### config.mk
export PLATFORM = sky130hd
export DESIGN_NAME = ctrl_i2c_slave
export DESIGN_NICKNAME = d
export VERILOG_FILES = /design/src/rtl/ctrl_i2c_pkg.sv /design/src/rtl/i2c_line_mon.sv /design/src/rtl/i2c_link_fsm.sv /design/src/rtl/ctrl_reg_bank.sv /design/src/rtl/ctrl_i2c_slave.sv
export SDC_FILE = /design/constraint.sdc
export NUM_CORES = 1
export LEC_CHECK = 0
export BUFFER_PORTS_ARGS = -buffer_cell sky130_fd_sc_hd__buf_2
export CORE_UTILIZATION = 55
export CTS_CLUSTER_SIZE = 8
export DETAILED_ROUTE_END_ITERATION = 16
export GPL_TIMING_DRIVEN = 0
export PLACE_DENSITY = 0.72
export SLEW_MARGIN = 20
export SYNTH_ARGS = -nofsm -noshare
export SYNTH_HDL_FRONTEND = slang
export SYNTH_SLANG_ARGS = --single-unit
### constraint.sdc
create_clock -name clk -period 3.26 [get_ports clk]
set_clock_uncertainty 0.15 [all_clocks]
set_input_delay 0.489 -clock clk [delete_from_list [all_inputs] [get_ports clk]]
set_output_delay 0.489 -clock clk [all_outputs]
set_load 0.01 [all_outputs]
### src/rtl/ctrl_i2c_pkg.sv
package ctrl_i2c_pkg;
  localparam int BYTE_W  = 8;
  localparam int MAIN_N  = 7;
  localparam int MAIN_W  = 5;
  localparam int SUB_N   = 4;
  localparam int SUB_W   = 2;
  localparam int CNT_W   = $clog2(BYTE_W);

  typedef enum logic [2:0] {
    LK_IDLE, LK_ADDR, LK_AACK, LK_WDATA, LK_WACK, LK_RDATA, LK_RACK, LK_SKIP
  } link_st_e;

  typedef struct packed {
    logic       hit;
    logic       sub;
    logic [2:0] idx;
  } sel_t;

  // Prefix decode: 3-bit main code, or 111 followed by a 3-bit sub code.
  function automatic sel_t decode_byte(input logic [BYTE_W-1:0] b);
    sel_t s;
    s.hit = 1'b1;
    s.sub = 1'b0;
    s.idx = b[7:5];
    if (b[7:5] == 3'b111) begin
      s.sub = 1'b1;
      case (b[4:2])
        3'b000:         s.idx = 3'd0;
        3'b010:         s.idx = 3'd1;
        3'b100:         s.idx = 3'd2;
        3'b110, 3'b111: s.idx = 3'd3;
        default: begin
          s.idx = 3'd0;
          s.hit = 1'b0;
        end
      endcase
    end
    return s;
  endfunction

  function automatic logic [2:0] sub_code(input logic [1:0] idx);
    return {idx, 1'b0};
  endfunction
endpackage

### src/rtl/i2c_line_mon.sv
module i2c_line_mon (
  input  logic clk,
  input  logic rst_n,
  input  logic scl_i,
  input  logic sda_i,
  output logic scl_rise,
  output logic scl_fall,
  output logic start_det,
  output logic stop_det
);
  logic scl_q, sda_q;

  always_ff @(posedge clk or negedge rst_n) begin
    if (!rst_n) begin
      scl_q <= 1'b1;
      sda_q <= 1'b1;
    end else begin
      scl_q <= scl_i;
      sda_q <= sda_i;
    end
  end

  assign scl_rise  =  scl_i & ~scl_q;
  assign scl_fall  = ~scl_i &  scl_q;
  assign start_det =  scl_i &  scl_q &  sda_q & ~sda_i;
  assign stop_det  =  scl_i &  scl_q & ~sda_q &  sda_i;
endmodule

### src/rtl/i2c_link_fsm.sv
module i2c_link_fsm
  import ctrl_i2c_pkg::*;
#(
  parameter logic [6:0] DEV_ADDR = 7'b1111100
) (
  input  logic              clk,
  input  logic              rst_n,
  input  logic              sda_i,
  input  logic              scl_rise,
  input  logic              scl_fall,
  input  logic              start_det,
  input  logic              stop_det,
  input  logic [BYTE_W-1:0] rd_byte,
  output logic              sda_pull,
  output logic              wr_stb,
  output logic [BYTE_W-1:0] wr_byte
);
  link_st_e          st;
  logic [CNT_W-1:0]  cnt;
  logic [BYTE_W-1:0] sh, tx;
  logic              full, rw, mack;

  always_ff @(posedge clk or negedge rst_n) begin
    if (!rst_n) begin
      st <= LK_IDLE; cnt <= '0; sh <= '0; tx <= '0;
      full <= 1'b0; rw <= 1'b0; mack <= 1'b0;
      sda_pull <= 1'b0; wr_stb <= 1'b0; wr_byte <= '0;
    end else begin
      wr_stb <= 1'b0;
      if (start_det) begin
        st <= LK_ADDR; cnt <= '0; full <= 1'b0; sda_pull <= 1'b0;
      end else if (stop_det) begin
        st <= LK_IDLE; full <= 1'b0; sda_pull <= 1'b0;
      end else begin
        case (st)
          LK_ADDR, LK_WDATA: begin
            if (scl_rise && !full) begin
              sh  <= {sh[BYTE_W-2:0], sda_i};
              cnt <= cnt + 1'b1;
              if (cnt == CNT_W'(BYTE_W-1)) full <= 1'b1;
            end else if (scl_fall && full) begin
              full <= 1'b0;
              if (st == LK_ADDR) begin
                if (sh[7:1] == DEV_ADDR) begin
                  sda_pull <= 1'b1; rw <= sh[0]; st <= LK_AACK;
                end else begin
                  st <= LK_SKIP;
                end
              end else begin
                sda_pull <= 1'b1; wr_stb <= 1'b1; wr_byte <= sh; st <= LK_WACK;
              end
            end
          end
          LK_AACK: if (scl_fall) begin
            cnt <= '0;
            if (rw) begin
              tx <= rd_byte; sda_pull <= ~rd_byte[BYTE_W-1]; st <= LK_RDATA;
            end else begin
              sda_pull <= 1'b0; st <= LK_WDATA;
            end
          end
          LK_WACK: if (scl_fall) begin
            sda_pull <= 1'b0; st <= LK_WDATA;
          end
          LK_RDATA: if (scl_fall) begin
            cnt <= cnt + 1'b1;
            if (cnt == CNT_W'(BYTE_W-1)) begin
              sda_pull <= 1'b0; st <= LK_RACK;
            end else begin
              tx <= {tx[BYTE_W-2:0], 1'b0}; sda_pull <= ~tx[BYTE_W-2];
            end
          end
          LK_RACK: begin
            if (scl_rise) mack <= ~sda_i;
            else if (scl_fall) begin
              if (mack) begin
                tx <= rd_byte; sda_pull <= ~rd_byte[BYTE_W-1]; st <= LK_RDATA;
              end else begin
                st <= LK_IDLE;
              end
            end
          end
          default: ;
        endcase
      end
    end
  end

  p_addr_ack_r2: assert property (@(posedge clk) disable iff (!rst_n)
    (st == LK_ADDR && scl_fall && full && sh[7:1] == DEV_ADDR) |=> sda_pull);
  p_data_ack_r3: assert property (@(posedge clk) disable iff (!rst_n)
    (st == LK_WDATA && scl_fall && full) |=> (sda_pull && wr_stb));
  p_stb_pulse_r3: assert property (@(posedge clk) disable iff (!rst_n)
    wr_stb |=> !wr_stb);
  p_sda_low_chg_r7: assert property (@(posedge clk) disable iff (!rst_n)
    !$stable(sda_pull) |-> ($past(scl_fall) || $past(start_det) || $past(stop_det)));
  p_nack_release_r8: assert property (@(posedge clk) disable iff (!rst_n)
    (st == LK_RACK && scl_fall && !mack && !start_det) |=> (!sda_pull && st == LK_IDLE));
  p_stop_release_r9: assert property (@(posedge clk) disable iff (!rst_n)
    stop_det |=> !sda_pull);
endmodule

### src/rtl/ctrl_reg_bank.sv
module ctrl_reg_bank
  import ctrl_i2c_pkg::*;
(
  input  logic                          clk,
  input  logic                          rst_n,
  input  logic                          wr_stb,
  input  logic [BYTE_W-1:0]             wr_byte,
  output logic [MAIN_N-1:0][MAIN_W-1:0] main_q,
  output logic [SUB_N-1:0][SUB_W-1:0]   sub_q,
  output logic [BYTE_W-1:0]             rd_byte
);
  sel_t dec;
  logic sel_sub;
  logic [2:0] sel_idx;

  assign dec = decode_byte(wr_byte);

  for (genvar g = 0; g < MAIN_N; g++) begin : g_main
    always_ff @(posedge clk or negedge rst_n) begin
      if (!rst_n) main_q[g] <= '0;
      else if (wr_stb && dec.hit && !dec.sub && dec.idx == 3'(g))
        main_q[g] <= wr_byte[MAIN_W-1:0];
    end
  end

  for (genvar g = 0; g < SUB_N; g++) begin : g_sub
    always_ff @(posedge clk or negedge rst_n) begin
      if (!rst_n) sub_q[g] <= '0;
      else if (wr_stb && dec.hit && dec.sub && dec.idx == 3'(g))
        sub_q[g] <= wr_byte[SUB_W-1:0];
    end
  end

  always_ff @(posedge clk or negedge rst_n) begin
    if (!rst_n) begin
      sel_sub <= 1'b0; sel_idx <= '0;
    end else if (wr_stb && dec.hit) begin
      sel_sub <= dec.sub; sel_idx <= dec.idx;
    end
  end

  always_comb begin
    if (sel_sub) rd_byte = {3'b111, sub_code(sel_idx[1:0]), sub_q[sel_idx[1:0]]};
    else         rd_byte = {sel_idx, main_q[sel_idx]};
  end

  p_undef_ignored_r6: assert property (@(posedge clk) disable iff (!rst_n)
    (wr_stb && !dec.hit) |=> ($stable(main_q) && $stable(sub_q) && $stable(rd_byte)));
  p_main_store_r4: assert property (@(posedge clk) disable iff (!rst_n)
    (wr_stb && wr_byte[7:5] == 3'b000) |=> main_q[0] == $past(wr_byte[MAIN_W-1:0]));
  p_idle_hold_r11: assert property (@(posedge clk) disable iff (!rst_n)
    !wr_stb |=> ($stable(main_q) && $stable(sub_q)));
endmodule

### src/rtl/ctrl_i2c_slave.sv
module ctrl_i2c_slave
  import ctrl_i2c_pkg::*;
#(
  parameter logic [6:0] DEV_ADDR = 7'b1111100
) (
  input  logic                          clk,
  input  logic                          rst_n,
  input  logic                          scl_i,
  input  logic                          sda_i,
  output logic                          sda_pull_o,
  output logic [MAIN_N-1:0][MAIN_W-1:0] main_reg_o,
  output logic [SUB_N-1:0][SUB_W-1:0]   sub_reg_o,
  output logic                          dev_enable_o
);
  logic scl_rise, scl_fall, start_det, stop_det, wr_stb;
  logic [BYTE_W-1:0] wr_byte, rd_byte;

  i2c_line_mon u_mon (
    .clk, .rst_n, .scl_i, .sda_i,
    .scl_rise, .scl_fall, .start_det, .stop_det
  );

  i2c_link_fsm #(.DEV_ADDR(DEV_ADDR)) u_link (
    .clk, .rst_n, .sda_i, .scl_rise, .scl_fall, .start_det, .stop_det,
    .rd_byte, .sda_pull(sda_pull_o), .wr_stb, .wr_byte
  );

  ctrl_reg_bank u_bank (
    .clk, .rst_n, .wr_stb, .wr_byte,
    .main_q(main_reg_o), .sub_q(sub_reg_o), .rd_byte
  );

  assign dev_enable_o = main_reg_o[0][0];

  p_enable_follow_r10: assert property (@(posedge clk) disable iff (!rst_n)
    $rose(dev_enable_o) |-> $past(wr_stb && wr_byte[7:5] == 3'b000));
endmodule

==> flow_summary.json, run 1 <==
{
  "drt_wl_total_um": 9290,
  "power.switching_uw": 806,
  "drv_cap": 0,
  "insertedDiodeCount": 0,
  "die_y_um": 88.5,
  "avgViaCountPerCell": 5.78,
  "holdBufCountCts": 1,
  "die_width_um": 88.5,
  "critPathLaunchType": "flop",
  "tcrit_tclk_final_pct": 66.1,
  "cts-root-to-sink-buffers": 2,
  "internal_power_of_the_cells_uw": 1940,
  "finalSetupViolations": 0,
  "clock-root-buffer": "clkbuf_8",
  "seq_power_share_pct": 46.7,
  "synth_top_area_share_pct": 49.2,
  "multiInputGateArea_mm2": 0.00190,
  "ys_warn_count": 0,
  "clock_tree.htree_level_count": 3,
  "cts_tree": "built",
  "clock_power_share_pct": 32.8,
  "grt.total_usage_pct": 26.3,
  "count_of_distinct_cell_types_in_the_synthesized_netlist": 55,
  "timing.critical_path.cells": "buf_4, nor2b_4, nand2_1, nor3_4, mux2_2",
  "final_cell_mix": "dfrtp_1 (81), mux2_2 (63), buf_2 (52)",
  "routed_wire_length_per_instance_um": 18.1,
  "clkSlewWorstSetupHoldPaths_ns": 0.09,
  "power_per_cell_area_mw_per_mm2": 575,
  "top_level_ports": 49,
  "mostFrequentLayoutCell": "dfrtp_1",
  "layout.area.seq_mm2": 0.00208,
  "synth.area.top_cells": "dfrtp_1 (49%), mux2_2 (17%), mux4_2 (3.3%)",
  "dpl.cell_count": 495,
  "buffer_ports.inserted": 48,
  "ir_worst_vdd_mv": 0.354,
  "crit-reg2reg-launch": "u_mon.scl_q",
  "preCtsSetupSlack_ns": 1.03,
  "core.rowCount": 31,
  "crit_path_end_kind": "flop",
  "cts_sinks": 83,
  "grt_overflow_total": 0,
  "initial_core_util_pct": 56.8,
  "timing.final.ws_setup_ns": 1.10,
  "outcome": "finished, final reports clean",
  "required_ns": 3.34,
  "final_util_pct": 65.8,
  "finish.cell_count_without_fillers": 512,
  "clock_latency_ns": 0.35,
  "timing.hold.worst.start": "scl_i",
  "worst_path_largest_cell_delay_ns": 0.52,
  "yosys_register_bits": 83,
  "antenna_found_initial": 0,
  "p_sw_share_pct": 29.4,
  "share_comb_of_total_power_pct": 20.4,
  "floorplan.die_area_mm2": 0.00783,
  "unrepaired_setup_endpoints_after_global_routing": "no",
  "timing.fmax_mhz": 464,
  "globalplace.congestion": 0.808,
  "postSynthAreaPerCell_um2": 11.9,
  "final.fill_count": 574,
  "finalWorstPathRequiredPeriod_ns": 2.16,
  "cts.repair.resized": 0,
  "number_of_global_route_vias_before_repair": 2935,
  "final-max-slew-violation-count": 0,
  "via_count": 2961,
  "cell_taking_the_most_area_after_synthesis": "dfrtp_1",
  "max-slew-margin-rel_pct": 46.5,
  "post_synth_inst_count": 347,
  "place.detailed.hpwl_um": 6720,
  "design.final.nets": 414,
  "worst_slew_pin_slew_ns": 0.797,
  "critPathKind": "flop to flop",
  "worst_setup_path_startpoint": "u_mon.scl_q",
  "grt_max_degree": 60,
  "post-route-drc-count": 0,
  "post_cts_buffers": 0,
  "cell_area_after_synthesis_mm2": 0.00412,
  "post-layout-total-power_uw": 2740,
  "fin_setup_tns_ns": 0,
  "drive_above_1_share_pct": 38.0,
  "tritoncts.num_buffers": 9,
  "cellLeakagePower_uw": 0.00232,
  "seq_area_frac_synth_pct": 50.5,
  "core_region_area_mm2": 0.00725,
  "final-hold-violation-count": 0,
  "mappedNetlistNets": 353,
  "area_delta_synth_final_pct": 15.9,
  "worstHoldPathType": "primary input to flop",
  "global_route_wire_length_before_repair_um": 15100,
  "critPathMaxFanout": 10,
  "first_iter_violations": 163,
  "dr.pass1.iters": 5,
  "crit_arrival_ns": 2.24,
  "postRouteAntennaNets": 0,
  "crit_slowest_cell": "dfstp_2"
}
-- through the flow --
stage | hold slack (ns) | area, um^2
floorplan | 0.0434 | 4120
global placement | 0.338 | 4480
detailed placement | 0.275 | 4510
CTS | 0.0794 | 4770
global route | 0.0732 | 4770
finish | 0.0875 | 4770
-- registers in the layout, summed over array words and instances (netlist names), 3 cells and up --
| name | cells |
|---|---|
| u_bank.sub_q | 8 |
| u_link.st | 3 |
| u_link.sh | 8 |
| u_link.wr_byte | 8 |
| u_bank.main_q | 35 |
| u_link.cnt | 3 |
| u_bank.sel_idx | 3 |
| u_link.tx | 7 |
-- per-layer routing --
metal  GRT usage (%)  vias up  wire [um]
met4            9.53        0        200
met5               0        -          0
li1                -     1383          -
met3            4.57       17        327
met1            34.9     1492       4220
met2            43.7       69       4540
-- cells by family after synthesis --
group,share of synthesized area (%)
XOR/XNOR,0.213
buffers and inverters,3.34
adder cells (fa/ha/maj),0.608
flip-flops,50.5
multiplexers,22.9
AO/OA/AOI/OAI,9.36
AND/OR/NAND/NOR,13.0
-- Yosys cell counts, drive strengths merged --
master	count
a21oi	10
o21ai	23
xor2	1
buf	10
a211oi	1
nor4b	2
or2	1
nor2b	7
a22oi	2
a31oi	2
o22ai	2
a32oi	2
mux4	6
clkbuf	11
o31ai	2
nand2	35
mux2	63
nand2b	6
nand3b	7
o21a	1
ha	2
dfrtp	81
and2b	1
o211ai	2
o21bai	1
a32o	2
nor3	4
a211o	1
a311o	1
inv	8
and4bb	1
a21boi	2
nand4b	4
nor2	13
o32ai	1
mux2i	10
nor3b	2
nand4	2
nand3	7
a22o	4
a311oi	1
and3b	1
dfstp	2
-- power groups by stage --
stage | logic, uW | clock network, uW | registers, uW
floorplan | 420 | 0 | 1260
global placement | 539 | 0 | 1290
detailed placement | 556 | 0 | 1300
CTS | 559 | 918 | 1280
global route | 624 | 964 | 1300
finish | 560 | 901 | 1280
-- worst max-delay path: cells and delay by family, from the launching register on --
kind	cells	cell delay [ns]
DFF	1	0.52
muxes	1	0.40
and+or+nand+nor	3	0.82
buffers and inverters	1	0.14
-- final timing paths --
kind / end / slack (ns) / cells after the start
worst max-delay path: u_link.wr_byte[4] / 1.10 / 5
worst min-delay path: u_mon.scl_q / 0.09 / 1
worst max register to register: u_link.wr_byte[4] / 1.10 / 5
worst min register to register: u_link.tx[4] / 0.36 / 1
max in group asynchronous: u_mon.sda_q / 1.90 / 3
min in group asynchronous: u_link.cnt[2] / 0.44 / 2
-- final cells by class --
class / instances / area share [%]
Clock inverter: 6 / 2.36
Inverter: 8 / 0.629
Clock buffer: 10 / 2.88
Tap cell: 99 / 2.60
Sequential cell: 83 / 43.6
Multi-Input combinational cell: 235 / 39.8
Timing Repair Buffer: 50 / 5.87
Buffer: 21 / 2.26
No activity file was read; power rests on OpenSTA's default activity.
==> inputs of run 2 (changes only) <==
==> constraint.sdc (replaced) <==
create_clock -name clk -period 2 [get_ports clk]
set_clock_uncertainty 0.15 [all_clocks]
set_input_delay 0.3 -clock clk [delete_from_list [all_inputs] [get_ports clk]]
set_output_delay 0.3 -clock clk [all_outputs]
set_load 0.01 [all_outputs]
==> run 2 against run 1 <==
Net effect:
- critical path depth grew 1
- sequential power up 65%
- cell area is 2.2% higher
- worst hold slack better by 0.16 ns
- final cell count grew 0.78%
- via count is 0.84% higher
- global-route usage grew 0.36 points
- die area did not move
- combinational power is 69% higher
- flip-flop and latch count unchanged
- largest cell class unchanged
==> flow_summary.json, run 2 (same netlist as run 1, synthesis figures left out) <==
{
  "outcome": "finished, final reports clean",
  "timing.critical_path.buf_inv": 2,
  "ir_worst_vdd_mv": 0.573,
  "core.rowCount": 31,
  "number_of_global_route_vias_before_repair": 2999,
  "die_width_um": 88.5,
  "finalSetupViolations": 0,
  "crit_path_end_kind": "flop",
  "max-slew-margin-rel_pct": 61.9,
  "mostFrequentLayoutCell": "dfrtp_1",
  "floorplan.die_area_mm2": 0.00783,
  "largest_register_ff_count": 35,
  "tcrit_tclk_final_pct": 96.0,
  "critPathLaunchType": "primary input",
  "grt_max_degree": 60,
  "core_region_area_mm2": 0.00725,
  "dr.pass1.iters": 4,
  "worst_path_largest_cell_delay_ns": 0.52,
  "worstHoldPathType": "primary input to async pin",
  "finalWorstPathRequiredPeriod_ns": 1.92,
  "buffer_ports.inserted": 48,
  "max_flop_register": "u_bank.main_q",
  "top_level_ports": 49,
  "multiInputGateArea_mm2": 0.00195,
  "avgViaCountPerCell": 5.79,
  "area_delta_synth_final_pct": 18.4,
  "crit_slowest_cell": "dlygate4sd3_1",
  "drv_cap": 0,
  "cts_tree": "built",
  "place.detailed.hpwl_um": 6720,
  "routed_wire_length_per_instance_um": 18.4,
  "timing.critical_path.cells": "dlygate4sd3_1, buf_2, xor2_1, nand3_1, nand4_4, mux2_2",
  "dpl.cell_count": 495,
  "final_cell_mix": "dfrtp_1 (80), mux2_2 (63), buf_2 (50)",
  "layout.area.seq_mm2": 0.00208,
  "design.final.nets": 418,
  "fin_setup_tns_ns": 0,
  "unrepaired_setup_endpoints_after_global_routing": "no",
  "grt_overflow_total": 0,
  "path_delay_family": "buffers and inverters",
  "cts-root-to-sink-buffers": 2,
  "initial_core_util_pct": 56.8,
  "grt.total_usage_pct": 26.7,
  "cellLeakagePower_uw": 0.00235,
  "power_per_cell_area_mw_per_mm2": 928,
  "critPathKind": "primary input to flop",
  "required_ns": 2.09,
  "crit_arrival_ns": 2.01,
  "tritoncts.num_buffers": 9,
  "via_count": 2986,
  "final-max-slew-violation-count": 0,
  "antenna_found_initial": 0,
  "globalplace.congestion": 0.808,
  "drive_above_1_share_pct": 40.3,
  "die_y_um": 88.5,
  "clock_latency_ns": 0.35,
  "final.fill_count": 567,
  "clock_tree.htree_level_count": 3,
  "clock-root-buffer": "clkbuf_8",
  "global_route_wire_length_before_repair_um": 15300,
  "insertedDiodeCount": 0,
  "final-hold-violation-count": 0,
  "postRouteAntennaNets": 0,
  "timing.fmax_mhz": 521,
  "finish.cell_count_without_fillers": 516,
  "critPathMaxFanout": 7,
  "final_util_pct": 67.2,
  "clkSlewWorstSetupHoldPaths_ns": 0.09,
  "worst_slew_pin_slew_ns": 0.572,
  "drt_wl_total_um": 9480,
  "post-route-drc-count": 0,
  "first_iter_violations": 231,
  "cts_sinks": 83
}
run 2: changes by cell type in the layout (fill, tap and decap cells not counted), sizes merged:
cell | before | now
dlygate4sd3 | 1 | 3
clkbuf | 21 | 23
run 2: layout make-up:
class | count | share of cell area (%)
Clock buffer | 10 | 2.82
Inverter | 8 | 0.616
Clock inverter | 6 | 2.31
Buffer | 21 | 2.34
Sequential cell | 83 | 42.7
Multi-Input combinational cell | 235 | 40.0
Timing Repair Buffer | 54 | 6.72
Tap cell | 99 | 2.54
run 2: report_power, final:
group          total, uW  internal (uW)  switching (uW)
clock network       1470            866             602
logic                949            429             519
registers           2110           1880             227
total               4520           3180            1350
run 2: path summary, 6_finish.rpt:
check / cells after the start / to / slack [ns] / startpoint
worst max-delay path: 6 / u_link.tx[2] / 0.08 / sda_i
worst min-delay path: 2 / u_link.cnt[2] / 0.25 / rst_n
worst max register to register: 5 / u_link.tx[1] / 0.09 / u_bank.sel_idx[1]
worst min register to register: 1 / u_link.tx[4] / 0.36 / u_link.tx[4]
max in group asynchronous: 3 / u_bank.sel_idx[2] / 0.84 / rst_n
min in group clk: 3 / u_link.full / 0.26 / scl_i
run 2: timing repair:
| action | in CTS | in global routing |
|---|---|---|
| hold buffers | 3 | 0 |
| setup endpoints to repair | 14 | 18 |
| gates resized for setup | 2 | 12 |
| gates cloned | 0 | 0 |
| pin swaps | 1 | 0 |
| setup buffers | 2 | 0 |
| endpoints found under the hold margin | 26 | 0 |
run 2: worst reg2reg max path, stage by stage, from the launching register on:
cell      delay, ns
dfrtp_1        0.34
buf_6          0.16
mux4_2         0.55
o211ai_1       0.21
a31oi_1        0.12
mux2_2         0.28
run 2: layer usage:
layer / GRT usage (%) / vias up / wire (um)
met3: 4.66 / 16 / 329
met4: 10.1 / 0 / 180
li1: - / 1393 / -
met1: 34.8 / 1511 / 4210
met2: 44.8 / 66 / 4770
met5: 0 / - / 0
run 2: through the flow:
stage               cell area (um^2)  setup slack, ns  power [uW]  hold WS [ns]
floorplan                       4120            0.110        2740        -0.146
global placement                4480           -0.171        2990         0.266
detailed placement              4510           -0.127        3030        0.0863
CTS                             4830           0.0130        4510         0.245
global route                    4880          0.00377        4760         0.274
finish                          4880           0.0795        4520         0.246
==> inputs of run 3 (changes only) <==
--- a/config.mk
+++ b/config.mk
@@ -6,8 +6,8 @@
 export NUM_CORES = 1
 export LEC_CHECK = 0
 export BUFFER_PORTS_ARGS = -buffer_cell sky130_fd_sc_hd__buf_2
+export CORE_MARGIN = 2
 export CORE_UTILIZATION = 55
-export CTS_CLUSTER_SIZE = 8
 export DETAILED_ROUTE_END_ITERATION = 16
 export GPL_TIMING_DRIVEN = 0
 export PLACE_DENSITY = 0.72
==> constraint.sdc (replaced) <==
create_clock -name clk -period 2.3 [get_ports clk]
set_clock_uncertainty 0.15 [all_clocks]
set_input_delay 0.345 -clock clk [delete_from_list [all_inputs] [get_ports clk]]
set_output_delay 0.345 -clock clk [all_outputs]
set_load 0.01 [all_outputs]
==> run 3 against run 2 <==
Net effect:
- clock power fell by 28%
- setup slack improved by 0.0079 ns
- sequential share of layout area rose by 1.2 points
- flip-flop and latch count did not move
- largest power group unchanged
==> flow_summary.json, run 3 (same netlist as run 1, synthesis figures left out) <==
{
  "outcome": "finished, final reports clean",
  "top_level_ports": 49,
  "grt.total_usage_pct": 24.2,
  "finalWorstPathRequiredPeriod_ns": 2.21,
  "first_iter_violations": 110,
  "globalplace.congestion": 0.885,
  "worst_setup_path_startpoint": "scl_i",
  "unrepaired_setup_endpoints_after_global_routing": "no",
  "post_cts_buffers": 0,
  "floorplan.die_area_mm2": 0.00819,
  "area_delta_synth_final_pct": 15.1,
  "buffer_ports.inserted": 48,
  "finalSetupViolations": 0,
  "design_area_mm2": 0.00474,
  "crit_path_end_kind": "flop",
  "via_count": 2965,
  "cts_sinks": 83,
  "worst_slew_pin_slew_ns": 0.763,
  "finish.cell_count_without_fillers": 514,
  "r2r_cells": 5,
  "max_flop_register": "u_bank.main_q",
  "clock_latency_ns": 0.35,
  "die_y_um": 90.5,
  "critPathKind": "primary input to flop",
  "global_route_wire_length_before_repair_um": 15500,
  "timing.hold.worst.start": "u_link.tx[4]",
  "clkSlewWorstSetupHoldPaths_ns": 0.09,
  "critPathLaunchType": "primary input",
  "insertedDiodeCount": 0,
  "tcrit_tclk_final_pct": 96.2,
  "placed_cell_area_mm2": 0.00450,
  "tritoncts.num_buffers": 9,
  "cts-root-to-sink-buffers": 2,
  "clock-root-buffer": "clkbuf_8",
  "drive_above_1_share_pct": 38.1,
  "drv_cap": 0,
  "crit-reg2reg-launch": "u_mon.scl_q",
  "timing.final.ws_setup_ns": 0.0873,
  "timing.fmax_mhz": 452,
  "die_width_um": 90.5,
  "grt_overflow_total": 0,
  "place.detailed.hpwl_um": 6700,
  "antenna_found_initial": 0,
  "largest_register_ff_count": 35,
  "worstHoldPathType": "flop to flop",
  "critPathMaxFanout": 10,
  "regToRegSetupSlack_ns": 0.22,
  "power_per_cell_area_mw_per_mm2": 772,
  "mostFrequentLayoutCell": "dfrtp_1",
  "routed_wire_length_per_instance_um": 17.9,
  "number_of_global_route_vias_before_repair": 2986,
  "final.fill_count": 592,
  "cellLeakagePower_uw": 0.00229,
  "hold_path_end": "u_link.tx[4]",
  "max-slew-margin-rel_pct": 48.8,
  "design.final.nets": 416,
  "fin_setup_tns_ns": 0,
  "critical_path.reg2reg.endpoint": "u_link.wr_byte[4]",
  "finalHoldWorstSlack_ns": 0.361,
  "final-max-slew-violation-count": 0,
  "crit_arrival_ns": 2.29,
  "grt_max_degree": 46,
  "cts_tree": "built",
  "postRouteAntennaNets": 0,
  "final_cell_mix": "dfrtp_1 (81), mux2_2 (63), buf_2 (52)",
  "dr.pass1.iters": 4,
  "ir_worst_vdd_mv": 0.522,
  "core_region_area_mm2": 0.00725,
  "dpl.cell_count": 495,
  "core.rowCount": 31,
  "preCtsSetupSlack_ns": 0.124,
  "post-route-drc-count": 0,
  "final-hold-violation-count": 0,
  "required_ns": 2.38,
  "avgViaCountPerCell": 5.77,
  "drt_wl_total_um": 9190,
  "initial_core_util_pct": 56.8,
  "clock_tree.htree_level_count": 3,
  "min_delay_path_depth": 1
}
[run 3: routing by layer]
layer | share of wire [%] | track usage, % | vias to the layer above
li1 | - | - | 1386
met1 | 45 | 32.5 | 1504
met2 | 50 | 39.9 | 65
met3 | 3.4 | 4.76 | 10
met4 | 1.5 | 7.31 | 0
met5 | 0 | 0 | -
[run 3: power breakdown]
part	internal, uW	leakage, uW	switching, uW
clock	509	0.0000962	552
combinational	357	0.00107	424
sequential	1640	0.00112	181
total	2500	0.00229	1160
[run 3: what timing repair did]
item                                    4_1_cts  5_1_grt
resized for setup                             0        1
endpoints found under the hold margin        44        0
hold buffers                                  3        0
endpoints found under the setup margin        0        9
[run 3: worst max-delay path by stage]
stage / to / slack, ns / cells past startpoint
2_1_floorplan: u_link.wr_byte[0] / 0.41 / 5
3_3_place_gp: u_bank.main_q[23] / 0.07 / 1
3_5_place_dp: u_link.sda_pull / 0.12 / 5
4_1_cts: u_link.wr_byte[4] / 0.05 / 7
5_1_grt: u_link.wr_byte[4] / 0.01 / 7
6_report: u_link.wr_byte[4] / 0.09 / 7
[run 3: cell type report]
class | instances | area, um^2 | share of cell area [%]
Buffer | 21 | 108 | 2.27
Clock buffer | 9 | 124 | 2.61
Clock inverter | 7 | 76.3 | 1.61
Inverter | 8 | 30.0 | 0.634
Multi-Input combinational cell | 235 | 1910 | 40.2
Sequential cell | 83 | 2080 | 43.9
Tap cell | 99 | 124 | 2.61
Timing Repair Buffer | 52 | 293 | 6.18
[run 3: worst max-delay path, stage by stage]
cell and delay, ns:
dlygate4sd3_1 0.53, buf_2 0.13, buf_2 0.17, nor2b_4 0.18, nand2_1 0.13, nor3_4 0.41
mux2_2 0.40
[run 3: stage by stage]
| stage | util, % | power, uW |
|---|---|---|
| final | 65.3 | 3660 |
| after global routing | 65.3 | 3880 |
| after CTS | 65.3 | 3680 |
| after detailed placement | 62.1 | 2620 |
| after global placement | 61.8 | 2600 |
| after floorplan | - | 2380 |
